### config.mk
export PLATFORM = sky130hd
export DESIGN_NAME = fpx_xfer_seq
export DESIGN_NICKNAME = d
export VERILOG_FILES = /design/src/rtl/fpx_xfer_pkg.sv /design/src/rtl/fpx_xfer_decode.sv /design/src/rtl/fpx_xfer_seq.sv
export SDC_FILE = /design/constraint.sdc
export NUM_CORES = 1
export LEC_CHECK = 0
export BUFFER_PORTS_ARGS = -buffer_cell sky130_fd_sc_hd__buf_2
export CAP_MARGIN = 20
export CORE_MARGIN = 3
export CORE_UTILIZATION = 60
export CTS_CLUSTER_SIZE = 14
export DETAILED_ROUTE_END_ITERATION = 6
export PLACE_DENSITY = 0.87
export SLEW_MARGIN = 20
export SYNTH_ARGS = -nofsm -noshare
export SYNTH_HDL_FRONTEND = slang
export SYNTH_SLANG_ARGS = --single-unit
### constraint.sdc
create_clock -name clk -period 3.73 [get_ports clk]
set_clock_uncertainty 0.15 [all_clocks]
set_input_delay 0.1865 -clock clk [delete_from_list [all_inputs] [get_ports clk]]
set_output_delay 0.1865 -clock clk [all_outputs]
set_load 0.02 [all_outputs]
### src/rtl/fpx_xfer_pkg.sv
package fpx_xfer_pkg;

    localparam int INSN_W = 32;
    localparam int FREG_W = 3;
    localparam int BREG_W = 4;

    typedef enum logic [1:0] {
        ST_IDLE = 2'd0,
        ST_BEAT = 2'd1,
        ST_FIN  = 2'd2
    } xfer_state_e;

    typedef enum logic [1:0] {
        FORM_NONE   = 2'd0,
        FORM_SINGLE = 2'd1,
        FORM_MULTI  = 2'd2
    } xfer_form_e;

endpackage

### src/rtl/fpx_xfer_decode.sv
module fpx_xfer_decode
    import fpx_xfer_pkg::*;
#(
    parameter int ADDR_W        = 32,
    parameter int WORDS_PER_REG = 3,
    parameter int CNT_W         = 4
) (
    input  logic [INSN_W-1:0] insn,
    input  logic [ADDR_W-1:0] base,
    input  logic              pack_wide,
    output xfer_form_e        form,
    output logic [CNT_W-1:0]  beats,
    output logic [ADDR_W-1:0] first_addr,
    output logic [ADDR_W-1:0] new_base,
    output logic              is_load,
    output logic              wb_req,
    output logic [FREG_W-1:0] first_reg,
    output logic [BREG_W-1:0] base_reg
);

    logic [1:0]        len_code;
    logic [ADDR_W-1:0] disp;
    logic [2:0]        reg_cnt;

    always_comb begin
        len_code   = {insn[22], insn[15]};
        disp       = ADDR_W'({insn[7:0], 2'b00});
        new_base   = insn[23] ? (base + disp) : (base - disp);
        first_addr = insn[24] ? new_base : base;
        is_load    = insn[20];
        wb_req     = insn[21];
        first_reg  = insn[14:12];
        base_reg   = insn[19:16];
        reg_cnt    = (len_code == 2'b00) ? 3'd4 : {1'b0, len_code};

        unique case (insn[11:8])
            4'd1:    form = FORM_SINGLE;
            4'd2:    form = FORM_MULTI;
            default: form = FORM_NONE;
        endcase

        unique case (form)
            FORM_SINGLE: begin
                unique case (len_code)
                    2'b00:   beats = CNT_W'(1);
                    2'b01:   beats = CNT_W'(2);
                    2'b10:   beats = CNT_W'(3);
                    default: beats = pack_wide ? CNT_W'(4) : CNT_W'(3);
                endcase
            end
            FORM_MULTI: beats = CNT_W'(int'(reg_cnt) * WORDS_PER_REG);
            default:    beats = '0;
        endcase
    end

endmodule

### src/rtl/fpx_xfer_seq.sv
module fpx_xfer_seq
    import fpx_xfer_pkg::*;
#(
    parameter int ADDR_W        = 32,
    parameter int WORDS_PER_REG = 3
) (
    input  logic              clk,
    input  logic              rst_n,
    input  logic              start_valid,
    output logic              start_ready,
    input  logic [31:0]       start_insn,
    input  logic [ADDR_W-1:0] start_base,
    input  logic              pack_wide,
    output logic              beat_valid,
    input  logic              beat_ready,
    output logic [ADDR_W-1:0] beat_addr,
    output logic              beat_load,
    output logic [2:0]        beat_reg,
    output logic              done,
    output logic              wb_valid,
    output logic [ADDR_W-1:0] wb_base,
    output logic [3:0]        wb_reg
);

    localparam int MAX_BEATS = WORDS_PER_REG * 4;
    localparam int CNT_W     = $clog2(MAX_BEATS + 1);
    localparam int WD_W      = (WORDS_PER_REG > 1) ? $clog2(WORDS_PER_REG) : 1;
    localparam int STEP      = 4;

    typedef struct packed {
        xfer_state_e       st;
        logic [ADDR_W-1:0] addr;
        logic              load;
        logic [FREG_W-1:0] freg;
        logic [WD_W-1:0]   word;
        logic [CNT_W-1:0]  left;
        logic              multi;
        logic              wb_en;
        logic [ADDR_W-1:0] wb_base;
        logic [BREG_W-1:0] wb_reg;
    } seq_state_t;

    seq_state_t state_d, state_q;

    xfer_form_e        dec_form;
    logic [CNT_W-1:0]  dec_beats;
    logic [ADDR_W-1:0] dec_first, dec_new_base;
    logic              dec_load, dec_wb;
    logic [FREG_W-1:0] dec_reg;
    logic [BREG_W-1:0] dec_base_reg;

    fpx_xfer_decode #(
        .ADDR_W       (ADDR_W),
        .WORDS_PER_REG(WORDS_PER_REG),
        .CNT_W        (CNT_W)
    ) u_decode (
        .insn      (start_insn),
        .base      (start_base),
        .pack_wide (pack_wide),
        .form      (dec_form),
        .beats     (dec_beats),
        .first_addr(dec_first),
        .new_base  (dec_new_base),
        .is_load   (dec_load),
        .wb_req    (dec_wb),
        .first_reg (dec_reg),
        .base_reg  (dec_base_reg)
    );

    always_comb begin
        state_d = state_q;
        unique case (state_q.st)
            ST_IDLE: begin
                if (start_valid) begin
                    state_d.addr    = dec_first;
                    state_d.load    = dec_load;
                    state_d.freg    = dec_reg;
                    state_d.word    = '0;
                    state_d.left    = dec_beats;
                    state_d.multi   = (dec_form == FORM_MULTI);
                    state_d.wb_en   = dec_wb && (dec_form != FORM_NONE);
                    state_d.wb_base = dec_new_base;
                    state_d.wb_reg  = dec_base_reg;
                    state_d.st      = (dec_form == FORM_NONE) ? ST_FIN : ST_BEAT;
                end
            end
            ST_BEAT: begin
                if (beat_ready) begin
                    state_d.addr = state_q.addr + ADDR_W'(STEP);
                    state_d.left = state_q.left - 1'b1;
                    if (state_q.multi) begin
                        if (state_q.word == WD_W'(WORDS_PER_REG - 1)) begin
                            state_d.word = '0;
                            state_d.freg = state_q.freg + 1'b1;
                        end else begin
                            state_d.word = state_q.word + 1'b1;
                        end
                    end
                    if (state_q.left == CNT_W'(1)) begin
                        state_d.st = ST_FIN;
                    end
                end
            end
            ST_FIN:  state_d.st = ST_IDLE;
            default: state_d.st = ST_IDLE;
        endcase
    end

    always_ff @(posedge clk or negedge rst_n) begin
        if (!rst_n) begin
            state_q    <= '0;
            state_q.st <= ST_IDLE;
        end else begin
            state_q <= state_d;
        end
    end

    assign start_ready = (state_q.st == ST_IDLE);
    assign beat_valid  = (state_q.st == ST_BEAT);
    assign beat_addr   = state_q.addr;
    assign beat_load   = state_q.load;
    assign beat_reg    = state_q.freg;
    assign done        = (state_q.st == ST_FIN);
    assign wb_valid    = done && state_q.wb_en;
    assign wb_base     = state_q.wb_base;
    assign wb_reg      = state_q.wb_reg;

    assert_busy_blocks_start_R1: assert property (@(posedge clk) disable iff (!rst_n)
        beat_valid |-> !start_ready);

    assert_beat_hold_R3: assert property (@(posedge clk) disable iff (!rst_n)
        beat_valid && !beat_ready |=> beat_valid && $stable(beat_addr)
                                      && $stable(beat_reg) && $stable(beat_load));

    assert_beat_step_R3: assert property (@(posedge clk) disable iff (!rst_n)
        beat_valid && beat_ready && !$past(start_ready) && (state_q.left != CNT_W'(1))
        |=> beat_valid && (beat_addr == $past(beat_addr) + ADDR_W'(STEP)));

    assert_dir_fixed_R4: assert property (@(posedge clk) disable iff (!rst_n)
        beat_valid && beat_ready && (state_q.left != CNT_W'(1)) |=> $stable(beat_load));

    assert_done_pulse_R8: assert property (@(posedge clk) disable iff (!rst_n)
        done |=> !done);

    assert_wb_with_done_R9: assert property (@(posedge clk) disable iff (!rst_n)
        wb_valid |-> done);

    assert_no_beats_R10: assert property (@(posedge clk) disable iff (!rst_n)
        start_valid && start_ready && (start_insn[11:8] != 4'd1) && (start_insn[11:8] != 4'd2)
        |=> done && !beat_valid && !wb_valid);

endmodule

==> impl_metrics.tcl, run 1 <==
set metrics [dict create \
    place_ws_ns -0.0222 \
    p_sw_w 0.00205 \
    max_slew_margin_pct 42.8 \
    ys_seq_area_share_pct 31.2 \
    post-cts-setup-buffer-count 0 \
    dieArea_sq_um 12200 \
    drt_iter0_markers 478 \
    total_leakage_power_nw 3.60 \
    min_period_ns 3.41 \
    netlist_instances 833 \
    p_comb_share_pct 47.3 \
    die_y_um 111 \
    timing.final.ws_setup_ns 0.319 \
    seq_power_share_pct 36.5 \
    slew_violations 0 \
    ys_warn_count 0 \
    drc 0 \
    cp.arrival_ns 3.48 \
    grt_pass1_vias 5959 \
    grt_max_degree 83 \
    cp.required_ns 3.80 \
    clk_pin_slew_ns 0.09 \
    worst_setup_path_start_kind "input port" \
    insertion_delay_ns 0.35 \
    wire_per_inst_um 17.1 \
    rows 37 \
    viasPerCell 5.94 \
    power_w 0.00444 \
    nFillCells 835 \
    maxCapViolCount 0 \
    endpoint_kind "flop" \
    peakVddDrop_uv 337 \
    p_sw_share_pct 46.2 \
    crit_type "in2reg" \
    synth_area_sq_um 6570 \
    layout.nets 1041 \
    synth-main-ff-cell "dfrtp_1" \
    cts_tree "yes" \
    clkPwrFrac_pct 16.2 \
    setup_tns_ns 0 \
    gr-usage-all-layers_pct 29.4 \
    htree_levels 3 \
    period_share_pct 91.4 \
    async_flop_share_pct 100 \
    synth-seq-cells 82 \
    min_path_type "in2reg" \
    initial_core_util_pct 62.6 \
    setup_violations 0 \
    area_delta_synth_final_pct 13.2 \
    clockRootBuffer "clkbuf_8" \
    cts_buffer_depth 2 \
    avgSynthCellArea_sq_um 7.89 \
    syn-num-nets 945 \
    core-area_sq_um 10500 \
    grt_setup_unrepaired "false" \
    cts_hold_buf 17 \
    fmaxAchievable_mhz 293 \
    post_cts_resized 0 \
    status "complete, no violations" \
    cts_buffers 9 \
    ant_nets 0 \
    chipWidth_um 111 \
    tightest_slew_ns 0.854 \
    ios 145 \
    netlist-cell-type-count 63 \
    hold_viol 0 \
    cts.sinks 82 \
    synth_enable_flop_cells 0 \
    antenna_found_initial 0 \
    n_antenna_cell 0 \
    via_count 6354 \
    routed_wl_mm 18.3 \
    path_max_fanout 6 \
    drive_gt1_share_pct 21.6 \
    detail_route.first_pass.iterations 6 \
    grt_overflow 0 \
    port_buffers 137 \
    powerDensity_nw_per_um2 596 \
    gp_congestion 0.966 \
    dp_hpwl_mm 13.7 \
    internal_power_w 0.00239 \
    grt_pass1_wl_mm 29.9 \
]
power groups by stage:
| stage | Clock (W) | Combinational, W | Sequential [W] |
|---|---|---|---|
| floorplan | 0 | 0.00187 | 0.00152 |
| global placement | 0 | 0.00203 | 0.00160 |
| detailed placement | 0 | 0.00207 | 0.00162 |
| CTS | 0.000728 | 0.00209 | 0.00161 |
| global route | 0.000768 | 0.00230 | 0.00167 |
| finish | 0.000721 | 0.00210 | 0.00162 |
stage by stage:
| stage | hold WS, ns | area (sq um) | util [%] | instances |
|---|---|---|---|---|
| global route | 0.0133 | 7440 | 70.8 | 1070 |
| CTS | 0.000195 | 7440 | 70.8 | 1070 |
| global placement | 0.234 | 7050 | 67.1 | 1037 |
| finish | 0.00256 | 7440 | 70.8 | 1070 |
| floorplan | -0.259 | 6570 | - | 833 |
| detailed placement | 0.240 | 7050 | 67.1 | 1037 |
final cells by class:
type	instances	area, sq um	share of cell area [%]
Tap cell	136	170	2.29
Sequential cell	82	2050	27.6
Multi-Input combinational cell	619	3760	50.5
Clock buffer	10	128	1.71
Inverter	25	93.8	1.26
Timing Repair Buffer	192	1150	15.4
Clock inverter	6	91.3	1.23
layer usage:
layer | routed length (um) | GRT usage [%] | vias up
li1 | - | - | 3057
met2 | 8280 | 46.7 | 339
met4 | 438 | 8.46 | 0
met5 | 0 | 0 | -
met1 | 7910 | 41.2 | 2918
met3 | 1640 | 5.68 | 40
worst max-delay path, stage by stage:
cell and delay (ns):
buf_2 0.11, nor2_1 0.12, nor4b_2 0.27, nor3b_1 0.23, ha_1 0.25, mux2_2 0.26
ha_1 0.36, nand4_1 0.10, a21oi_1 0.17, nor3_1 0.09, nor2_1 0.50, a2111oi_2 0.17
nor3b_2 0.31, mux2i_1 0.27, o211ai_2 0.09
kinds of logic (layout without fill, tap and decap cells):
kind of cell | count (synthesis) | after routing | synth area share [%]
compound gates | 236 | 236 | 22.1
buf+inv | 132 | 233 | 11.6
fa+ha+maj | 43 | 43 | 8.30
flops | 82 | 82 | 31.2
mux | 9 | 9 | 1.41
xor+xnor | 36 | 36 | 4.80
simple gates | 295 | 295 | 20.5
cell usage after synthesis, drive strengths merged, types with 3 or more instances:
cell type | n | area [sq um]
nand2 | 141 | 529
o21ai | 95 | 475
dfrtp | 82 | 2050
buf | 75 | 551
nor2 | 55 | 206
a21oi | 54 | 270
ha | 42 | 526
clkbuf | 32 | 120
inv | 24 | 90.1
nand3 | 21 | 105
xnor2 | 19 | 166
nor3 | 17 | 85.1
xor2 | 17 | 149
a21o | 14 | 105
nand4 | 12 | 75.1
a31oi | 11 | 68.8
a22oi | 8 | 60.1
nand2b | 8 | 50.1
o221ai | 8 | 70.1
mux2i | 7 | 70.1
nor2b | 7 | 43.8
nor3b | 7 | 57.6
nor4 | 6 | 43.8
o211ai | 6 | 50.1
o21a | 6 | 45.0
o21bai | 6 | 48.8
and2 | 5 | 33.8
and3 | 5 | 31.3
a221oi | 4 | 35.0
nand3b | 3 | 22.5
o311ai | 3 | 26.3
or2 | 3 | 18.8
layout by cell type (no fill, tap or decap), drive strengths merged, types with 4 or more instances in the layout:
master / count
a21o: 14
a21oi: 54
a221oi: 4
a22oi: 8
a31oi: 11
and2: 5
and3: 5
buf: 175
clkbuf: 10
dfrtp: 82
dlygate4sd3: 17
ha: 42
inv: 24
mux2i: 7
nand2: 141
nand2b: 8
nand3: 21
nand4: 12
nor2: 55
nor2b: 7
nor3: 17
nor3b: 7
nor4: 6
o211ai: 6
o21a: 6
o21ai: 95
o21bai: 6
o221ai: 8
xnor2: 19
xor2: 17
final timing paths:
| check | depth (start not counted) | end | startpoint | slack [ns] |
|---|---|---|---|---|
| setup / recovery | 15 | beat_addr[31] | start_insn[3] | 0.32 |
| hold / removal | 3 | state_q[81] | beat_ready | 0.003 |
| min in group asynchronous | 2 | wb_base[1] | rst_n | 0.30 |
| max in group asynchronous | 2 | wb_base[4] | rst_n | 2.63 |
| hold reg to reg | 2 | wb_reg[1] | wb_reg[1] | 0.33 |
| setup reg to reg | 10 | beat_addr[30] | beat_addr[2] | 0.93 |
Power figures use the tool's default switching activity.
==> run 2, diff against run 1 <==
--- a/config.mk
+++ b/config.mk
@@ -9,6 +9,7 @@
 export CAP_MARGIN = 20
 export CORE_MARGIN = 3
 export CORE_UTILIZATION = 60
+export CTS_BUF_LIST = sky130_fd_sc_hd__clkbuf_8 sky130_fd_sc_hd__clkbuf_16
 export CTS_CLUSTER_SIZE = 14
 export DETAILED_ROUTE_END_ITERATION = 6
 export PLACE_DENSITY = 0.87
==> run 2 against run 1 <==
  * Fmax shrank 0.24%
  * Critical path depth is the same
  * Die area is the same
  * Clock power is essentially flat
  * Cell area is the same
  * Global-route usage is the same
  * Sequential power is essentially flat
  * Cell count is the same
  * Sequential share of layout area is the same
==> impl_metrics.tcl, run 2 (synthesized netlist as in run 1, its figures left out) <==
set metrics [dict create \
    port_buffers 137 \
    grt_max_degree 83 \
    endpoint_kind "flop" \
    powerDensity_nw_per_um2 596 \
    startpoint "start_insn[3]" \
    cts_buffer_depth 2 \
    grt_pass1_vias 5959 \
    ios 145 \
    hold_viol 0 \
    drive_gt1_share_pct 21.6 \
    tightest_slew_ns 0.857 \
    area_delta_synth_final_pct 13.2 \
    fin_cells 1070 \
    worst_setup_path_start_kind "input port" \
    die_y_um 111 \
    drc 0 \
    htree_levels 3 \
    setup_violations 0 \
    antenna_found_initial 0 \
    cp.required_ns 3.80 \
    met3_usage_pct 5.68 \
    cts_buffers 9 \
    rows 37 \
    path_max_fanout 6 \
    met2_usage_pct 46.7 \
    busiest_layer "met2" \
    maxCapViolCount 0 \
    worstHoldStart "beat_ready" \
    power_w 0.00444 \
    insertion_delay_ns 0.35 \
    cp.arrival_ns 3.49 \
    cts_tree "yes" \
    layout.nets 1041 \
    wire_per_inst_um 17.1 \
    dieArea_sq_um 12200 \
    drt_iter0_markers 478 \
    min_period_ns 3.42 \
    grt_use_met1_pct 41.2 \
    grt_pass1_wl_mm 29.9 \
    via_count 6373 \
    post_cts_resized 0 \
    crit_type "in2reg" \
    fin_util_pct 70.8 \
    status "complete, no violations" \
    chipWidth_um 111 \
    grt_overflow 0 \
    viasPerCell 5.96 \
    gr-usage-all-layers_pct 29.4 \
    ant_nets 0 \
    initial_core_util_pct 62.6 \
    detail_route.first_pass.iterations 7 \
    nFillCells 835 \
    setup_tns_ns 0 \
    grt_setup_unrepaired "false" \
    total_leakage_power_nw 3.60 \
    dp_hpwl_mm 13.7 \
    post-place-cells 1037 \
    routed_wl_mm 18.3 \
    final_common_cell "nand2_1" \
    cts.sinks 82 \
    core-area_sq_um 10500 \
    fmaxAchievable_mhz 292 \
    peakVddDrop_uv 337 \
    gp_congestion 0.966 \
    max_slew_margin_pct 42.6 \
    min_path_type "in2reg" \
    r2r-start "beat_addr[2]" \
    clk_pin_slew_ns 0.09 \
    slew_violations 0 \
    period_share_pct 91.7 \
    clockRootBuffer "clkbuf_8" \
    n_antenna_cell 0 \
    mostFrequentLayoutCells "nand2_1, buf_2, dfrtp_1, o21ai_0, nor2_1" \
]
==> run 2: changes by cell type in the layout (fill, tap and decap cells not counted) <==
| cell | change |
|---|---|
| inv_1 | +1 |
| clkbuf_1 | -1 |
==> run 2: cell type report <==
cell class              count  area (sq um)  area share [%]
repair buffers            192          1150            15.4
well taps                 136           170            2.29
inverters                  25          93.8            1.26
flip-flops and latches     82          2050            27.6
clock inverters             7          95.1            1.28
clock buffers               9           124            1.66
multi-input cells         619          3760            50.5
==> run 2: critical path: stages <==
cell and delay, ns:
buf_2 0.11, nor2_1 0.12, nor4b_2 0.27, nor3b_1 0.23
ha_1 0.25, mux2_2 0.26, ha_1 0.36, nand4_1 0.10
a21oi_1 0.17, nor3_1 0.09, nor2_1 0.50, a2111oi_2 0.17
nor3b_2 0.31, mux2i_1 0.27, o211ai_2 0.09
==> run 2: path summary, 6_finish.rpt <==
check	cells after the start	end	slack, ns
setup / recovery	15	beat_addr[31]	0.31
hold / removal	3	state_q[81]	0.001
setup reg to reg	10	beat_addr[30]	0.90
hold reg to reg	2	wb_reg[1]	0.33
max in group asynchronous	2	wb_base[4]	2.62
min in group asynchronous	2	wb_base[1]	0.30
==> run 2: report_power, final <==
group / switching (W) / total, W / internal [W]
Sequential: 0.000363 / 0.00162 / 0.00126
Combinational: 0.00134 / 0.00210 / 0.000754
Clock: 0.000343 / 0.000719 / 0.000376
Total: 0.00205 / 0.00444 / 0.00239
==> run 2: per-layer routing <==
layer  share of wire [%]  wire length [um]
met2                  45              8280
met1                  43              7910
met4                 2.4               440
met3                 9.0              1640
met5                   0                 0
==> run 2: repair_timing <==
item                                   CTS  global route
endpoints found under the hold margin  100             0
hold buffers                            17             0
buffers inserted                         0             0
==> run 2: metrics by stage <==
step | hold WS, ns | worst slack, ns | instance area, sq um
final | 0.00149 | 0.311 | 7440
after global placement | 0.234 | 0.0543 | 7050
after detailed placement | 0.240 | -0.0222 | 7050
after CTS | 0.000195 | 0.341 | 7440
after floorplan | -0.259 | 0.344 | 6570
after global routing | 0.0133 | 0.0783 | 7440
